## config.mk

```make
export PLATFORM = sky130hd
export DESIGN_NAME = lcdt_timing_gen
export DESIGN_NICKNAME = d
export VERILOG_FILES = /design/src/rtl/lcdt_pkg.sv /design/src/rtl/lcdt_regs.sv /design/src/rtl/lcdt_pixdiv.sv /design/src/rtl/lcdt_raster.sv /design/src/rtl/lcdt_timing_gen.sv
export SDC_FILE = /design/constraint.sdc
export NUM_CORES = 1
export LEC_CHECK = 0
export BUFFER_PORTS_ARGS = -buffer_cell sky130_fd_sc_hd__buf_2
export CAP_MARGIN = 20
export CORE_MARGIN = 2
export CORE_UTILIZATION = 44
export DETAILED_ROUTE_END_ITERATION = 12
export GPL_ROUTABILITY_DRIVEN = 0
export SETUP_SLACK_MARGIN = 0.02
export SYNTH_ARGS = -nofsm -noshare
export SYNTH_HDL_FRONTEND = slang
export SYNTH_SLANG_ARGS = --single-unit
```

## constraint.sdc

```tcl
create_clock -name clk -period 9.27 [get_ports clk]
set_clock_uncertainty 0.15 [all_clocks]
set_input_delay 0 -clock clk [delete_from_list [all_inputs] [get_ports clk]]
set_output_delay 0 -clock clk [all_outputs]
set_load 0.01 [all_outputs]
```

## src/rtl/lcdt_pkg.sv

```systemverilog
package lcdt_pkg;

  localparam int ADDR_W  = 3;
  localparam int REG_W   = 32;
  localparam int SYNC_W  = 6;
  localparam int PORCH_W = 8;
  localparam int DIM_W   = 11;
  // longest axis: full sync + two full porches + full active span
  localparam int CNT_W   = $clog2((1 << SYNC_W) + 2 * (1 << PORCH_W) + (1 << DIM_W)) + 1;

  typedef logic [CNT_W-1:0] cnt_t;

  typedef enum logic [ADDR_W-1:0] {
    RA_CTRL = 3'd0,
    RA_HORZ = 3'd1,
    RA_VERT = 3'd2,
    RA_SIZE = 3'd3,
    RA_CDIV = 3'd4
  } lcdt_addr_e;

  typedef struct packed {
    logic [SYNC_W-1:0]  hsw_m1;
    logic [PORCH_W-1:0] hbp_m1;
    logic [PORCH_W-1:0] hfp_m1;
    logic [SYNC_W-1:0]  vsw_m1;
    logic [PORCH_W-1:0] vbp;
    logic [PORCH_W-1:0] vfp;
    logic [DIM_W-1:0]   wid_m1;
    logic [DIM_W-1:0]   hgt_m1;
  } lcdt_geom_t;

  typedef struct packed {
    cnt_t hs_end;
    cnt_t ha_beg;
    cnt_t ha_end;
    cnt_t htot;
    cnt_t vs_end;
    cnt_t va_beg;
    cnt_t va_end;
    cnt_t vtot;
  } lcdt_bounds_t;

  // Segment limits of one frame; horizontal fields are stored minus one,
  // vertical porches are stored as plain counts.
  function automatic lcdt_bounds_t calc_bounds(input lcdt_geom_t g);
    lcdt_bounds_t b;
    b.hs_end = cnt_t'(g.hsw_m1) + cnt_t'(1);
    b.ha_beg = b.hs_end + cnt_t'(g.hbp_m1) + cnt_t'(1);
    b.ha_end = b.ha_beg + cnt_t'(g.wid_m1) + cnt_t'(1);
    b.htot   = b.ha_end + cnt_t'(g.hfp_m1) + cnt_t'(1);
    b.vs_end = cnt_t'(g.vsw_m1) + cnt_t'(1);
    b.va_beg = b.vs_end + cnt_t'(g.vbp);
    b.va_end = b.va_beg + cnt_t'(g.hgt_m1) + cnt_t'(1);
    b.vtot   = b.va_end + cnt_t'(g.vfp);
    return b;
  endfunction

endpackage

```

## src/rtl/lcdt_regs.sv

```systemverilog
module lcdt_regs
  import lcdt_pkg::*;
#(
  parameter int DIV_W = 8
) (
  input  logic                 clk,
  input  logic                 rst,
  input  logic                 wr_en,
  input  logic [ADDR_W-1:0]    wr_addr,
  input  logic [REG_W-1:0]     wr_data,
  output lcdt_geom_t           geom,
  output logic [DIV_W-1:0]     ldiv,
  output logic [DIV_W-1:0]     pdiv,
  output logic                 out_en
);

  localparam int LDIV_LSB = 16;

  logic unused_hi_bits;
  assign unused_hi_bits = ^wr_data[REG_W-1:28];

  always_ff @(posedge clk) begin
    if (rst) begin
      geom   <= '0;
      ldiv   <= DIV_W'(1);
      pdiv   <= DIV_W'(2);
      out_en <= 1'b0;
    end else if (wr_en) begin
      case (lcdt_addr_e'(wr_addr))
        RA_CTRL: out_en <= wr_data[0];
        RA_HORZ: begin
          geom.hsw_m1 <= wr_data[SYNC_W-1:0];
          geom.hfp_m1 <= wr_data[8 +: PORCH_W];
          geom.hbp_m1 <= wr_data[20 +: PORCH_W];
        end
        RA_VERT: begin
          geom.vsw_m1 <= wr_data[SYNC_W-1:0];
          geom.vfp    <= wr_data[8 +: PORCH_W];
          geom.vbp    <= wr_data[20 +: PORCH_W];
        end
        RA_SIZE: begin
          geom.wid_m1 <= wr_data[DIM_W-1:0];
          geom.hgt_m1 <= wr_data[16 +: DIM_W];
        end
        RA_CDIV: begin
          ldiv <= wr_data[LDIV_LSB +: DIV_W];
          pdiv <= wr_data[DIV_W-1:0];
        end
        default: ;
      endcase
    end
  end

endmodule

```

## src/rtl/lcdt_pixdiv.sv

```systemverilog
module lcdt_pixdiv #(
  parameter int DIV_W    = 8,
  parameter int MIN_PDIV = 2
) (
  input  logic             clk,
  input  logic             rst,
  input  logic [DIV_W-1:0] ldiv,
  input  logic [DIV_W-1:0] pdiv,
  output logic             tick
);

  logic [DIV_W-1:0] l_lim, p_lim;
  logic [DIV_W-1:0] lcnt, pcnt;

  // terminal counts, with the divider floors applied
  always_comb begin
    l_lim = (ldiv == '0) ? '0 : ldiv - DIV_W'(1);
    p_lim = (pdiv < DIV_W'(MIN_PDIV)) ? DIV_W'(MIN_PDIV - 1) : pdiv - DIV_W'(1);
  end

  always_ff @(posedge clk) begin
    if (rst) begin
      lcnt <= '0;
      pcnt <= '0;
      tick <= 1'b0;
    end else begin
      tick <= 1'b0;
      if (lcnt >= l_lim) begin
        lcnt <= '0;
        if (pcnt >= p_lim) begin
          pcnt <= '0;
          tick <= 1'b1;
        end else begin
          pcnt <= pcnt + DIV_W'(1);
        end
      end else begin
        lcnt <= lcnt + DIV_W'(1);
      end
    end
  end

  AST_TICK_ISOLATED: assert property (@(posedge clk) disable iff (rst)
    tick |=> !tick);

endmodule

```

## src/rtl/lcdt_raster.sv

```systemverilog
module lcdt_raster
  import lcdt_pkg::*;
#(
  parameter int POS_W = DIM_W
) (
  input  logic             clk,
  input  logic             rst,
  input  logic             tick,
  input  logic             enable,
  input  lcdt_geom_t       geom_in,
  output logic             hsync_o,
  output logic             vsync_o,
  output logic             de_o,
  output logic [POS_W-1:0] x_o,
  output logic [POS_W-1:0] y_o,
  output logic             done_o
);

  logic         running, run_n;
  cnt_t         hcnt, vcnt, h_n, v_n;
  lcdt_geom_t   sh, g_use;
  lcdt_bounds_t cur, nb;
  logic         load, done_n, last_h, last_v;
  logic         hs_n, vs_n, hact, vact, de_n;
  cnt_t         xd, yd;

  assign cur    = calc_bounds(sh);
  assign last_h = (hcnt == cur.htot - cnt_t'(1));
  assign last_v = (vcnt == cur.vtot - cnt_t'(1));

  // position sequencing, advanced once per pixel tick
  always_comb begin
    run_n  = running;
    h_n    = hcnt;
    v_n    = vcnt;
    load   = 1'b0;
    done_n = 1'b0;
    if (tick) begin
      if (!running) begin
        if (enable) begin
          run_n = 1'b1;
          h_n   = '0;
          v_n   = '0;
          load  = 1'b1;
        end
      end else if (last_h && last_v) begin
        h_n = '0;
        v_n = '0;
        if (enable) begin
          load = 1'b1;
        end else begin
          run_n  = 1'b0;
          done_n = 1'b1;
        end
      end else if (last_h) begin
        h_n = '0;
        v_n = vcnt + cnt_t'(1);
      end else begin
        h_n = hcnt + cnt_t'(1);
      end
    end
  end

  assign g_use = load ? geom_in : sh;
  assign nb    = calc_bounds(g_use);

  always_comb begin
    hs_n = run_n && (h_n < nb.hs_end);
    vs_n = run_n && (v_n < nb.vs_end);
    hact = (h_n >= nb.ha_beg) && (h_n < nb.ha_end);
    vact = run_n && (v_n >= nb.va_beg) && (v_n < nb.va_end);
    de_n = hact && vact;
    xd   = de_n ? (h_n - nb.ha_beg) : '0;
    yd   = vact ? (v_n - nb.va_beg) : '0;
  end

  always_ff @(posedge clk) begin
    if (rst) begin
      running <= 1'b0;
      hcnt    <= '0;
      vcnt    <= '0;
      sh      <= '0;
      hsync_o <= 1'b0;
      vsync_o <= 1'b0;
      de_o    <= 1'b0;
      x_o     <= '0;
      y_o     <= '0;
      done_o  <= 1'b0;
    end else begin
      running <= run_n;
      hcnt    <= h_n;
      vcnt    <= v_n;
      if (load) sh <= geom_in;
      hsync_o <= hs_n;
      vsync_o <= vs_n;
      de_o    <= de_n;
      x_o     <= xd[POS_W-1:0];
      y_o     <= yd[POS_W-1:0];
      done_o  <= done_n;
    end
  end

  AST_HOLD_BETWEEN_TICKS: assert property (@(posedge clk) disable iff (rst)
    !tick |=> $stable({hsync_o, vsync_o, de_o, x_o, y_o}));
  AST_DE_CLEAR_OF_SYNC: assert property (@(posedge clk) disable iff (rst)
    de_o |-> (!hsync_o && !vsync_o));
  AST_X_ZERO_OFF_DE: assert property (@(posedge clk) disable iff (rst)
    !de_o |-> (x_o == '0));
  AST_QUIET_WHEN_IDLE: assert property (@(posedge clk) disable iff (rst)
    !running |-> !(hsync_o || vsync_o || de_o));
  AST_DONE_ONE_CYCLE: assert property (@(posedge clk) disable iff (rst)
    done_o |=> !done_o);
  AST_DONE_ONLY_STOPPED: assert property (@(posedge clk) disable iff (rst)
    done_o |-> !running);

endmodule

```

## src/rtl/lcdt_timing_gen.sv

```systemverilog
module lcdt_timing_gen
  import lcdt_pkg::*;
#(
  parameter int DIV_W    = 8,
  parameter int MIN_PDIV = 2
) (
  input  logic              clk,
  input  logic              rst,
  input  logic              wr_en,
  input  logic [ADDR_W-1:0] wr_addr,
  input  logic [REG_W-1:0]  wr_data,
  output logic              pix_ce,
  output logic              hsync,
  output logic              vsync,
  output logic              de,
  output logic [DIM_W-1:0]  pos_x,
  output logic [DIM_W-1:0]  pos_y,
  output logic              frame_done
);

  lcdt_geom_t       geom;
  logic [DIV_W-1:0] ldiv, pdiv;
  logic             out_en;

  lcdt_regs #(.DIV_W(DIV_W)) u_regs (
    .clk     (clk),
    .rst     (rst),
    .wr_en   (wr_en),
    .wr_addr (wr_addr),
    .wr_data (wr_data),
    .geom    (geom),
    .ldiv    (ldiv),
    .pdiv    (pdiv),
    .out_en  (out_en)
  );

  lcdt_pixdiv #(.DIV_W(DIV_W), .MIN_PDIV(MIN_PDIV)) u_div (
    .clk  (clk),
    .rst  (rst),
    .ldiv (ldiv),
    .pdiv (pdiv),
    .tick (pix_ce)
  );

  lcdt_raster #(.POS_W(DIM_W)) u_rast (
    .clk     (clk),
    .rst     (rst),
    .tick    (pix_ce),
    .enable  (out_en),
    .geom_in (geom),
    .hsync_o (hsync),
    .vsync_o (vsync),
    .de_o    (de),
    .x_o     (pos_x),
    .y_o     (pos_y),
    .done_o  (frame_done)
  );

endmodule

```

* After elaboration in Yosys (flattened, before gate mapping)
Index checks and enable logic that the tools add are counted.
** Storage, ports and cells
- Latch bits :: 0
- Logic and storage cells :: 125
- Memory bits (read-only) :: 0
- Memories :: 0
- Input bits :: 38
- Memory bits (writable) :: 0
- Output and inout port bits :: 27
- Register bits after elaboration :: 219
** Cells by class
- Add/subtract/negate cells :: 31
- Div/mod/pow operators :: 0
- Shift operators :: 0
- Reduce and logical (&&, ||, !) cells :: 19
- Mux-type cells :: 23
- Eq/ne operators :: 6
- Order comparisons :: 9
- Bitwise gates (word level) :: 6
- Multipliers :: 0
** Operator list (number)
- 2-to-1 mux 13 bit :: 10
- adder 13 x 1 -> 13 bit, second input constant :: 9
- 2-to-1 mux 66 bit :: 1
- adder 13 x 8 -> 13 bit :: 5
- adder 13 x 11 -> 13 bit :: 4
- adder 6 x 1 -> 7 bit, second input constant :: 4
- equality test 13 bit :: 2
- >= comparator 13 bit :: 2
- < comparator 13 bit :: 2
- < comparator 13 x 7 -> 1 bit :: 2
- subtractor 13 x 1 -> 13 bit, second input constant :: 2
- 2-to-1 mux 8 bit :: 3
- subtractor 11 bit :: 2
- adder 8 x 1 -> 8 bit, second input constant :: 2
- >= comparator 8 bit :: 2
- subtractor 8 x 1 -> 8 bit, second input constant :: 2
- AND reduction 2 bit :: 5
- adder 7 x 8 -> 9 bit :: 1
- 2-to-1 mux 1 bit :: 9
- logical NOT 8 bit :: 1
- < comparator 8 x 2 -> 1 bit, second input constant :: 1
- OR reduction 2 bit :: 4
- logical AND 1 bit :: 7
- equality test 3 x 2 -> 1 bit, second input constant :: 2
- other kinds (5) :: 10

* Logic depth before layout (Yosys ltp)
- Word-level depth :: 24
- Mapped depth :: 44
- Mapped depth without buffers :: 39

* Hierarchy
A second synthesis with hierarchy kept.
** Second synthesis, totals
- Cells, all modules :: 1788
- Area total of the unflattened synthesis :: 15351.0 um^2
** Modules (own cells, without submodules)
- lcdt_raster :: seq. area each 2382.3 um^2, times used 1, cells each 1311, area each 10557.6 um^2
- lcdt_regs :: seq. area each 1661.6 um^2, times used 1, cells each 307, area each 3377.0 um^2
- lcdt_pixdiv :: seq. area each 340.3 um^2, times used 1, cells each 170, area each 1416.4 um^2

* Least setup slack after synthesis
No wires, ideal clock.
- Kind :: flip-flop to flip-flop
- Start point :: reg u_rast.sh[62] (netlist bit)
- End point :: reg u_rast.x_o[10]
- Period minus slack after synthesis :: 9.238 ns
- Required time :: 9.032 ns
- Slack :: 0.032 ns
- Arrival time :: 9.000 ns
- Setup time :: 0.088 ns
- Path buffers :: 5
- Cell stages (with the launch flop) :: 44
- Path through :: dfxtp_1 > clkbuf_1 > nand2_1 > nor2_1 > nand2_1 > xor2_1 > fa_1 > inv_1 > fa_1 > ha_1 > buf_2 > xnor2_1 > nor2_1 > or4_1 > a311oi_1 > and4bb_2 > nand4_1 > a21oi_1 > [... 8 more ...] > a21o_1 > a21oi_1 > o21bai_1 > a21o_1 > a21o_1 > a21o_1 > a21o_1 > nand3_1 > nand2_1 > o22a_1 > ha_1 > a21oi_1 > nor2b_1 > nand4b_1 > o31ai_2 > nand4b_4 > buf_6 > nor4_2
** RTL lines
- start: declaration :: RTL line lcdt_raster.sv:21 : lcdt_geom_t sh, g_use;
- start signal: assignment :: RTL line lcdt_raster.sv:93 : if (load) sh <= geom_in;
- end signal: assignment :: RTL line lcdt_raster.sv:97 : x_o <= xd[POS_W-1:0];
- end: declaration :: RTL line lcdt_raster.sv:14 : output logic [POS_W-1:0] x_o,

==> out/results.ini <==
[timing]
drv_slew=0
finalSetupViolations=0
tns_ps=0
period_share=0.958
maxSlewHeadroom=0.261
fmax_mhz=113
worstMarginPinSlew_ps=1110
hold_violations=0
hold_ws_ps=122
period_needed_ps=8880

[logic_synthesis]
ys_types=78
yosys_warnings=0
ys_seq_area_frac=0.293
yosys.area_share.simple=0.216
synth_mux_area_frac=0.0435
synth-main-ff-cell=dfxtp_1
syn_inst=1817
synth_top_family_by_area=simple AND/OR/NAND/NOR gates
synthAdderAreaFrac=0.166
synth_xor_area_frac=0.0667
synth_seq_cells=219
synth-async-reset-ratio=0
syn_area_um2=15000
syn_avg_cell_area_um2=8.24
synth_compound_gate_area_share=0.157
syn_nets=2032
synth-edff-count=0

[setup_path]
endpoint_kind=register
path_class=reg -> reg
crit_fanout=5
cp.required_ps=9550
rr_worst_depth=38
arrival_ps=9160
crit_path_top_delay_cell=fa_1
critPathLaunchType=register
cp_common_cell=a21o_1
slowest_delay_ps=580
cp_top_family=adder cells
cp.depth=38
crit_buf_inv=5

[power_and_ir_drop]
vdd_ir_drop_max_v=0.000122
p_per_area_nw_per_um2=121
p_leak_nw=7.80

[floorplan]
ioPinCount=65
die_x_um=188
initial_core_util=0.446
dieArea_um2=35500
fp.coreArea_um2=33500
num_rows=67
die_y_um=188

[routing]
num_vias=12986
viasPerCell=5.39
routedWlPerCell_um=17.4
final_antenna_net_count=0
drt-pass1-iter-count=5
dr.first_iter.drc_count=815
wl_mm=42.1
post-route-drc-count=0

[placed_design]
placed_cell_area_um2=16000
io_buffers=60
detailed_place_hpwl_mm=31.5

[global_route]
grt_overflow=0
grt.met3_usage=0.0270
track_usage=0.233
top_usage_layer=met2
grt_pass1_vias=12804
grt_first_pass_wirelength_mm=66.6
antenna_found_initial=0
grt_start_max_net_pins=105
use_met1=0.293
grtUsageMet2=0.413

[final_layout]
drive_above_1_share=0.148
nets=2158
final_cell_mix=nand2_1, dfxtp_1, a21oi_1, inv_1, ha_1
n_antenna_cell=0
finalInstanceArea_um2=17800
areaGrowthSynthToFinish_pct=18.8
fillerInstances=3199
layout.cells.most_common=nand2_1

[clocking]
cts_buffer_depth=3
cts_tree=done
cts_root_buffer=clkbuf_16
cts_buffers=25
cts_sinks=219
path_clk_slew_ps=60
worstSkewPairLatency_ps=540
htree_levels=1

[job]
maxCapViolations=0

[outcome]
status=complete, no violations

[min_path]
hp-class=in -> reg
holdPathStages=4

==> state kept, by name, indices dropped and copies added, names as in the netlist <==
| register | count |
|---|---|
| u_rast.y_o | 11 |
| u_rast.de_o | 1 |
| u_regs.pdiv | 8 |
| u_div.tick | 1 |
| u_rast.hsync_o | 1 |
| u_rast.running | 1 |
| u_regs.out_en | 1 |
| u_rast.x_o | 11 |
| u_div.pcnt | 8 |
| u_rast.vcnt | 13 |
| u_rast.sh | 66 |
| u_rast.vsync_o | 1 |
| u_rast.hcnt | 13 |
| u_regs.ldiv | 8 |
| u_regs.geom | 66 |
| u_rast.done_o | 1 |
| u_div.lcnt | 8 |
==> metrics by stage <==
| stage | setup WS, ps | instances | utilization | power, mW |
|---|---|---|---|---|
| final | 390 | 2410 | 0.530 | 2.14 |
| after global routing | -72.6 | 2410 | 0.530 | 2.22 |
| after CTS | 46.1 | 2400 | 0.514 | 2.17 |
| after detailed placement | -22.6 | 2315 | 0.477 | 1.12 |
| after global placement | 108 | 2315 | 0.477 | 1.12 |
| after floorplan | 32.4 | 1817 | - | 1.08 |
==> cells in the mapped netlist (22+ instances only) <==
cell type	instances	area [um2]
a21o_1	56	420
a21oi_1	150	751
and3_1	22	138
clkbuf_1	49	184
dfxtp_1	219	4380
fa_1	36	721
ha_1	141	1760
inv_1	135	507
mux2i_1	47	470
nand2_1	270	1010
nand3_1	51	255
nor2_1	113	424
nor2b_1	61	382
nor3_1	31	155
o21ai_0	62	310
xnor2_1	64	561
xor2_1	50	438
==> report_power, final <==
part	internal, mW	switching, mW	leakage [nW]
Sequential	0.955	0.0179	1.77
Clock	0.613	0.416	0.406
Combinational	0.0636	0.0793	5.62
==> routing by layer <==
layer / routed length [um] / vias to the layer above
met3: 1440 / 90
met4: 1520 / 0
met2: 20300 / 248
met1: 18800 / 6168
met5: 0 / -
li1: - / 6480
==> what timing repair did <==
action	CTS	global route
endpoints found under the setup margin	12	23
pin swaps	0	23
hold buffers	38	0
endpoints found under the hold margin	149	0
cloned	0	1
gates resized for setup	3	96
setup buffers	1	9
==> worst min-delay path, stage by stage <==
cell and delay (ps):
dlygate4sd3_1 540, buf_2 120, nand2_1 50, nand3b_1 70
==> area by class of cell <==
class                   count  area [um2]  share of cell area
well taps                 448         561              0.0315
clock inverters            12         149             0.00837
flip-flops and latches    219        4400               0.247
multi-input cells        1389       10200               0.572
clock buffers              34         699              0.0393
inverters                 135         507              0.0285
repair buffers            173        1300              0.0732
==> final timing paths <==
kind	from	to	slack, ps
setup / recovery	u_rast.sh[61]	u_rast.x_o[10]	390
hold / removal	wr_data[16]	u_regs.ldiv[0]	120
setup reg to reg	u_rast.sh[61]	u_rast.x_o[10]	390
hold reg to reg	u_regs.geom[36]	u_regs.geom[36]	300
==> cell families (layout without fill, tap and decap cells) <==
group / count (synthesis) / after routing
xor+xnor: 114 / 114
mux: 63 / 63
compound gates: 374 / 374
simple gates: 660 / 661
fa+ha+maj: 177 / 177
flops: 219 / 219
buf+inv: 210 / 354
Note: power is estimated with default switching activity, not from simulation.
